## src/rtl/bcd_add_pkg.sv

```systemverilog
// Package bcd_add_pkg
// Shared digit width, digit type and correction constant for the packed
// decimal adder. Assumes 4-bit binary coded decimal digits.
package bcd_add_pkg;
    localparam int DIGIT_W = 4;
    typedef logic [DIGIT_W-1:0] digit_t;
    // Offset that moves a binary digit sum above nine back into range.
    localparam digit_t CORR_VAL = digit_t'(6);
endpackage

```

## src/rtl/bcd_nibble_add.sv

```systemverilog
// Module bcd_nibble_add
// Plain binary addition of two digits and a carry. Produces a raw 4-bit
// sum and the raw carry bit. Does no decimal interpretation.
module bcd_nibble_add
    import bcd_add_pkg::*;
(
    input  digit_t a_dig,
    input  digit_t b_dig,
    input  logic   c_in,
    output digit_t raw_sum,
    output logic   raw_carry
);
    // Widen to DIGIT_W+1 bits so the raw carry is kept.
    always_comb begin
        {raw_carry, raw_sum} = {1'b0, a_dig} + {1'b0, b_dig} + {{DIGIT_W{1'b0}}, c_in};
    end
endmodule

```

## src/rtl/bcd_carry_detect.sv

```systemverilog
// Module bcd_carry_detect
// Decides from the raw digit sum whether it exceeds nine. Uses a fixed logic
// term, not a magnitude compare. Assumes a 4-bit raw sum plus raw carry.
module bcd_carry_detect
    import bcd_add_pkg::*;
(
    input  digit_t raw_sum,
    input  logic   raw_carry,
    output logic   fix_need
);
    // Above nine: raw carry set, or 8s bit with either the 4s or 2s bit.
    always_comb begin
        fix_need = raw_carry | (raw_sum[3] & (raw_sum[2] | raw_sum[1]));
    end
endmodule

```

## src/rtl/bcd_digit_correct.sv

```systemverilog
// Module bcd_digit_correct
// Adds the correction offset to the raw digit when asked and drops the bits
// above the digit width. Assumes fix_need comes from bcd_carry_detect.
module bcd_digit_correct
    import bcd_add_pkg::*;
(
    input  digit_t raw_sum,
    input  logic   fix_need,
    output digit_t dec_sum
);
    // Select the corrected or the untouched raw value.
    always_comb begin
        dec_sum = fix_need ? digit_t'(raw_sum + CORR_VAL) : raw_sum;
    end
endmodule

```

## src/rtl/bcd_digit_cell.sv

```systemverilog
// Module bcd_digit_cell
// One decimal digit position: raw add, excess detection, correction. The
// decimal carry out is the correction flag. Assumes valid input digits.
module bcd_digit_cell
    import bcd_add_pkg::*;
(
    input  digit_t a_dig,
    input  digit_t b_dig,
    input  logic   c_in,
    output digit_t s_dig,
    output logic   c_out
);
    digit_t raw_sum;
    logic   raw_carry;
    logic   fix_need;

    bcd_nibble_add u_add (
        .a_dig     (a_dig),
        .b_dig     (b_dig),
        .c_in      (c_in),
        .raw_sum   (raw_sum),
        .raw_carry (raw_carry)
    );

    bcd_carry_detect u_det (
        .raw_sum   (raw_sum),
        .raw_carry (raw_carry),
        .fix_need  (fix_need)
    );

    bcd_digit_correct u_cor (
        .raw_sum  (raw_sum),
        .fix_need (fix_need),
        .dec_sum  (s_dig)
    );

    // The decimal carry is exactly the correction decision.
    always_comb begin
        c_out = fix_need;
    end
endmodule

```

## src/rtl/bcd_add_chain.sv

```systemverilog
// Module bcd_add_chain
// Packed decimal adder of NUM_DIGITS digits, with the least significant digit
// in bits [3:0]. Digit cells are chained through their decimal carries.
// Purely combinational. Output is undefined for digit codes above nine.
module bcd_add_chain
    import bcd_add_pkg::*;
#(
    parameter int NUM_DIGITS = 4
) (
    input  logic [DIGIT_W*NUM_DIGITS-1:0] opa_i,
    input  logic [DIGIT_W*NUM_DIGITS-1:0] opb_i,
    input  logic                          carry_i,
    output logic [DIGIT_W*NUM_DIGITS-1:0] sum_o,
    output logic                          carry_o
);
    localparam int TOTAL_W = DIGIT_W * NUM_DIGITS;

    logic [NUM_DIGITS:0] dcarry;

    // External carry feeds the lowest digit; the top digit's carry leaves.
    always_comb begin
        dcarry[0] = carry_i;
        carry_o   = dcarry[NUM_DIGITS];
    end

    for (genvar k = 0; k < NUM_DIGITS; k++) begin : g_digit
        bcd_digit_cell u_cell (
            .a_dig (opa_i[k*DIGIT_W +: DIGIT_W]),
            .b_dig (opb_i[k*DIGIT_W +: DIGIT_W]),
            .c_in  (dcarry[k]),
            .s_dig (sum_o[k*DIGIT_W +: DIGIT_W]),
            .c_out (dcarry[k+1])
        );
    end

    if (TOTAL_W < DIGIT_W) begin : g_bad_cfg
        initial $error("NUM_DIGITS must be at least one");
    end
endmodule

```

## config.mk

```make
export PLATFORM = sky130hd
export DESIGN_NAME = bcd_add_chain
export DESIGN_NICKNAME = d
export VERILOG_FILES = /design/src/rtl/bcd_add_pkg.sv /design/src/rtl/bcd_nibble_add.sv /design/src/rtl/bcd_carry_detect.sv /design/src/rtl/bcd_digit_correct.sv /design/src/rtl/bcd_digit_cell.sv /design/src/rtl/bcd_add_chain.sv
export SDC_FILE = /design/constraint.sdc
export NUM_CORES = 1
export LEC_CHECK = 0
export BUFFER_PORTS_ARGS = -buffer_cell sky130_fd_sc_hd__buf_2
export CAP_MARGIN = 25
export CORE_MARGIN = 1.5
export CORE_UTILIZATION = 53
export DETAILED_ROUTE_END_ITERATION = 7
export GPL_TIMING_DRIVEN = 0
export PLACE_DENSITY_LB_ADDON = 0.3
export SYNTH_ARGS = -nofsm -noshare
export SYNTH_HDL_FRONTEND = slang
export SYNTH_SLANG_ARGS = --single-unit
```

## constraint.sdc

```tcl
create_clock -name vclk -period 23.8
set_input_delay 2.38 -clock vclk [all_inputs]
set_output_delay 2.38 -clock vclk [all_outputs]
set_load 0.02 [all_outputs]
```

Yosys cells after proc, flatten, opt, wreduce, memory -nomap -nowiden. Cells that the tools add are included.

Add/subtract/negate cells: 12. Order comparisons: 0. Reduce and logical (&&, ||, !) cells: 0. Div/mod/pow operators: 0. Multiply operators: 0. Shifts and indexed selects: 0. Bitwise operators: 12. Eq/ne operators: 0. Mux-type cells: 4.

Operator list (number): 4-bit by 4-bit adder with 5-bit output (4); 5-bit by 1-bit adder with 5-bit output (4); 4-bit by 3-bit adder with 4-bit output (second input constant) (4); 4-bit 2-to-1 mux (4); 1-bit OR (8); 1-bit AND (4).

Register bits: 0. Bits in latches: 0. Input port bits: 33. Bits in read-only memories: 0. Output and inout bits: 17. Memories kept: 0. Memory bits (writable): 0. Word-level logic and storage cells: 28.

Longest topological paths before layout.
Depth in word-level cells: 18. Depth in mapped cells: 33. Mapped depth without buffers: 33.

Modules after synthesis. Synthesis repeated with hierarchy kept, for this count alone.

Cell total of the unflattened synthesis: 108. Area total of the unflattened synthesis: 860.8 sq um.

Modules (own cells, without submodules): bcd_nibble_add (times used 4, area an instance 143.9 sq um, cells each 16); bcd_digit_correct (times used 4, area an instance 60.1 sq um, cells each 9); bcd_carry_detect (times used 4, area an instance 11.3 sq um, cells each 2).

Worst setup path before layout. Ideal clock, no wire load.

Path kind: in2out. Start: input opa_i[0]. End: output sum_o[14]. Data required time: 21.420 ns. Path buffers: 0. Arrival: 9.923 ns. Cell stages on the path: 32. Path slack: 11.497 ns. Cells stage by stage: inv_1 fa_1 inv_1 fa_1 inv_1 ha_1 a21oi_1 o22ai_1 and4bb_4 inv_1 fa_1 fa_1 xnor2_1 ha_1 nor2_1 a311oi_1 nand2_1 fa_1 fa_1 xnor2_1 ha_1 and4bb_2 nor3_1 nand2_1 fa_1 inv_1 fa_1 ha_1 and4bb_2 nor3_1 nand2_1 mux2i_1.

Word-level cells in the longest chain between the ends: 18. Elaborated cells on any way between the ends: 19. Those cells by class: add/sub (6); mux (1); bitwise (12).

Ends and longest elaborated chain: from (decl) (RTL line bcd_add_chain.sv:10) `input logic [DIGIT_W*NUM_DIGITS-1:0] opa_i,`; 4-bit by 4-bit adder with 5-bit output (*) (RTL line bcd_nibble_add.sv:15) `{raw_carry, raw_sum} = {1'b0, a_dig} + {1'b0, b_dig} + {{DIGIT_W{1'b0}}, c_in};`; 5-bit by 1-bit adder with 5-bit output (*) (RTL line bcd_nibble_add.sv:15); 1-bit OR (RTL line bcd_carry_detect.sv:13) `fix_need = raw_carry | (raw_sum[3] & (raw_sum[2] | raw_sum[1]));`; 1-bit AND (RTL line bcd_carry_detect.sv:13); 1-bit OR (*) (RTL line bcd_carry_detect.sv:13); 5-bit by 1-bit adder with 5-bit output (*) (RTL line bcd_nibble_add.sv:15); 1-bit OR (RTL line bcd_carry_detect.sv:13); 1-bit AND (RTL line bcd_carry_detect.sv:13); (+3 left out); 1-bit AND (RTL line bcd_carry_detect.sv:13); 1-bit OR (*) (RTL line bcd_carry_detect.sv:13); 5-bit by 1-bit adder with 5-bit output (*) (RTL line bcd_nibble_add.sv:15); 1-bit OR (RTL line bcd_carry_detect.sv:13); 1-bit AND (RTL line bcd_carry_detect.sv:13); 1-bit OR (*) (RTL line bcd_carry_detect.sv:13); named net carry_o (RTL line bcd_add_chain.sv:14) `output logic carry_o`; 4-bit 2-to-1 mux (*) (RTL line bcd_digit_correct.sv:13) `dec_sum = fix_need ? digit_t'(raw_sum + CORR_VAL) : raw_sum;`; to (decl) (RTL line bcd_add_chain.sv:13) `output logic [DIGIT_W*NUM_DIGITS-1:0] sum_o,`.

Mark *: on every way through the listed nets, which the timed path passes. The rest lies on a longest branch.

Final worst setup path.
Start: input opa_i[0]. End: output sum_o[14].

Word-level cells in the longest chain between the ends: 18. Elaborated cells on any way between the ends: 19. Those cells by class: add/sub (6); mux (1); bitwise (12).

Ends and longest elaborated chain (RTL line): 4-bit by 4-bit adder with 5-bit output (*) (bcd_nibble_add.sv:15); 5-bit by 1-bit adder with 5-bit output (*) (bcd_nibble_add.sv:15); 1-bit OR (bcd_carry_detect.sv:13); 1-bit AND (bcd_carry_detect.sv:13); 1-bit OR (*) (bcd_carry_detect.sv:13); 5-bit by 1-bit adder with 5-bit output (*) (bcd_nibble_add.sv:15); 1-bit OR (bcd_carry_detect.sv:13); 1-bit AND (bcd_carry_detect.sv:13); 1-bit OR (*) (bcd_carry_detect.sv:13); 5-bit by 1-bit adder with 5-bit output (*) (bcd_nibble_add.sv:15); 1-bit OR (bcd_carry_detect.sv:13); 1-bit AND (bcd_carry_detect.sv:13); 1-bit OR (*) (bcd_carry_detect.sv:13); 5-bit by 1-bit adder with 5-bit output (*) (bcd_nibble_add.sv:15); parallel branches: the longest is 3 deep, another holds 4-bit by 3-bit adder with 4-bit output; 4-bit 2-to-1 mux (*) (bcd_digit_correct.sv:13).

Mark *: on every way between the ends.

==> results.cfg <==
[setup_path]
critical_path_class = primary input to output port
worstPathRequired_ns = 21.42
max_stage_delay_ns = 0.45
critPathCapture = sum_o[14]
crit_path_start_kind = primary input
crit_fanout = 5
end_kind = output port
slowest_stage = fa_1
cp_data_arrival_time_ns = 10.58
critPathMostFrequentCell = fa_1
startpoint = opa_i[0]

[placed_design]
port_buffers = 50
placement.cell_area_mm2 = 0.00129
dp_cells = 194
place_hpwl_mm = 1.99
gp_congestion = 0.846

[layout]
regArea_um2 = 0
multi_input_area_um2 = 945
nClkBuffers = 0
syn2layout_area_growth_pct = 27.9
n_fill_cell = 169
final_nets = 232
design_area_mm2 = 0.00129
final_layout_size_suffix_gt1_share_pct = 34.9
seq_cell_count = 0
layout.cells.non_filler = 194
antenna_cells = 0

[route]
wl_mm = 2.20
routed_via_density = 5.23
ant_nets = 0
drt_first_pass_iters = 4
drc_errors = 0
top_layer_used = met3
met3WireLength_um = 77
vias = 1014
wl_met2_mm = 1.25
wl_per_cell_um = 11.3
drtIter0Drc = 8
met1_length_um = 876

[yosys]
syn_inst = 119
syn_nets = 180
yosysTopAreaCell = ha_1
syn_area_per_cell_um2 = 8.47
synth_cell_types = 27
synth_warnings = 0
synth_top_area_share_pct = 24.8
synthesis.area_mm2 = 0.00101
synth_area_leaders = ha_1 (25%), fa_1 (16%), mux2i_1 (7.9%)
seq_area_frac_synth_pct = 0

[timing]
finalSetupViolCount = 0
finalCritPeriodShare_pct = 54.4
fmax_mhz = 77.2
fin_hold_ws_ns = 5.15
tns_ns = 0
slew_viol_final = 0
worst_slew_pin_slew_ns = 0.310
rsz0062_at_grt = no
slew_headroom_pct = 79.2
hold_viol = 0
min_period_ns = 12.96

[cts]
cts_setup_buffers = 0
ctsHoldBuffers = 0
cts.repair.resized = 0

[hold_path]
hp-class = primary input to output port

[floorplan]
dieArea_mm2 = 0.00217
start_util_pct = 57.2
rows = 15
io-pin-count = 50
die_height_um = 46.6
core-area_mm2 = 0.00176
die_w_um = 46.6

[power]
power_density_mw_per_mm2 = 55.1
leakagePower_nw = 0.696
peakVddDrop_v = 0.0000363
power_mw = 0.0711

[global_routing]
grt_pass1_vias = 852
grt-ovfl-total = 0
antenna_found_initial = 0
grt_start_max_net_pins = 6
grt_pass1_wl_mm = 3.48
track_usage_pct = 21.4

[run]
cap_viol_max_count = 0

[outcome]
outcome = finished clean
## cell usage in the layout (no fill, tap or decap), drive strengths merged
master and count:
fa 8, buf 50, mux2i 8, inv 17, o22ai 4, o21ai 2, nor2 2, a21o 3
and4bb 3, nand3 1, a311oi 1, a211oi 2, nand2 3, a21oi 13, nor4b 1, or2 2
nor4 3, xnor2 9, xor2 3, o21bai 3, nor3 2, o21ba 1, nor2b 8, ha 20
## worst max-delay path: cells and delay by family
family                   cells  cell delay [ns]
AO/OA/AOI/OAI                3             0.52
XOR/XNOR                     4             1.18
adder cells (fa/ha/maj)     12             4.16
buffers and inverters        6             0.54
multiplexers                 1             0.18
AND/OR/NAND/NOR              9             1.62
## cell usage after synthesis
cell type  number
xnor2_1         9
inv_2           1
a311oi_1        1
a211oi_1        2
and4bb_4        1
o21bai_1        3
o21ba_2         1
mux2i_1         8
a21oi_1        12
ha_1           20
o21ai_0         2
nor4b_1         1
nand2_1         3
or2_2           2
fa_1            8
nor4_1          3
inv_1          16
nor2_1          2
nand3_1         1
a21o_1          2
a21oi_2         1
and4bb_2        2
o22ai_1         4
nor2b_1         8
xor2_1          3
nor3_1          2
a21o_2          1
## routing by layer
layer | global-route usage (%) | up-vias
met5 | 0 | -
met4 | 1.11 | 0
met3 | 0 | 0
met2 | 45.0 | 26
met1 | 24.7 | 465
li1 | - | 523
## metrics by stage
step	utilization, %	worst slack, ns
after floorplan	-	11.50
after global placement	73.1	11.19
after detailed placement	73.1	10.83
after CTS	73.1	10.80
after global routing	73.1	10.26
final	73.1	10.84
## layout make-up
cell class	instances	area share [%]
Timing Repair Buffer	50	19.4
Tap cell	25	2.42
Multi-Input combinational cell	102	73.2
Inverter	17	4.95
## worst min path at each step
stage                          from         to  depth (start not counted)
after floorplan           opb_i[12]  sum_o[12]                          1
after global placement     opb_i[8]   sum_o[8]                          3
after detailed placement  opb_i[12]  sum_o[12]                          3
after CTS                 opb_i[12]  sum_o[12]                          3
after global routing      opa_i[12]  sum_o[12]                          3
final                     opb_i[12]  sum_o[12]                          3
## cell families after synthesis
kind of cell,after synthesis,synth area share [%]
AND/OR/NAND/NOR,25,16.4
XOR/XNOR,12,10.4
adder cells (fa/ha/maj),28,40.7
multiplexers,8,7.94
AO/OA/AOI/OAI,29,18.2
buffers and inverters,17,6.33
## where the power goes
group	internal, mW	switching, mW	leakage, nW
clock network	0	0	0
registers	0	0	0
logic	0.0293	0.0418	0.696
(Power assumes the default switching activity.)
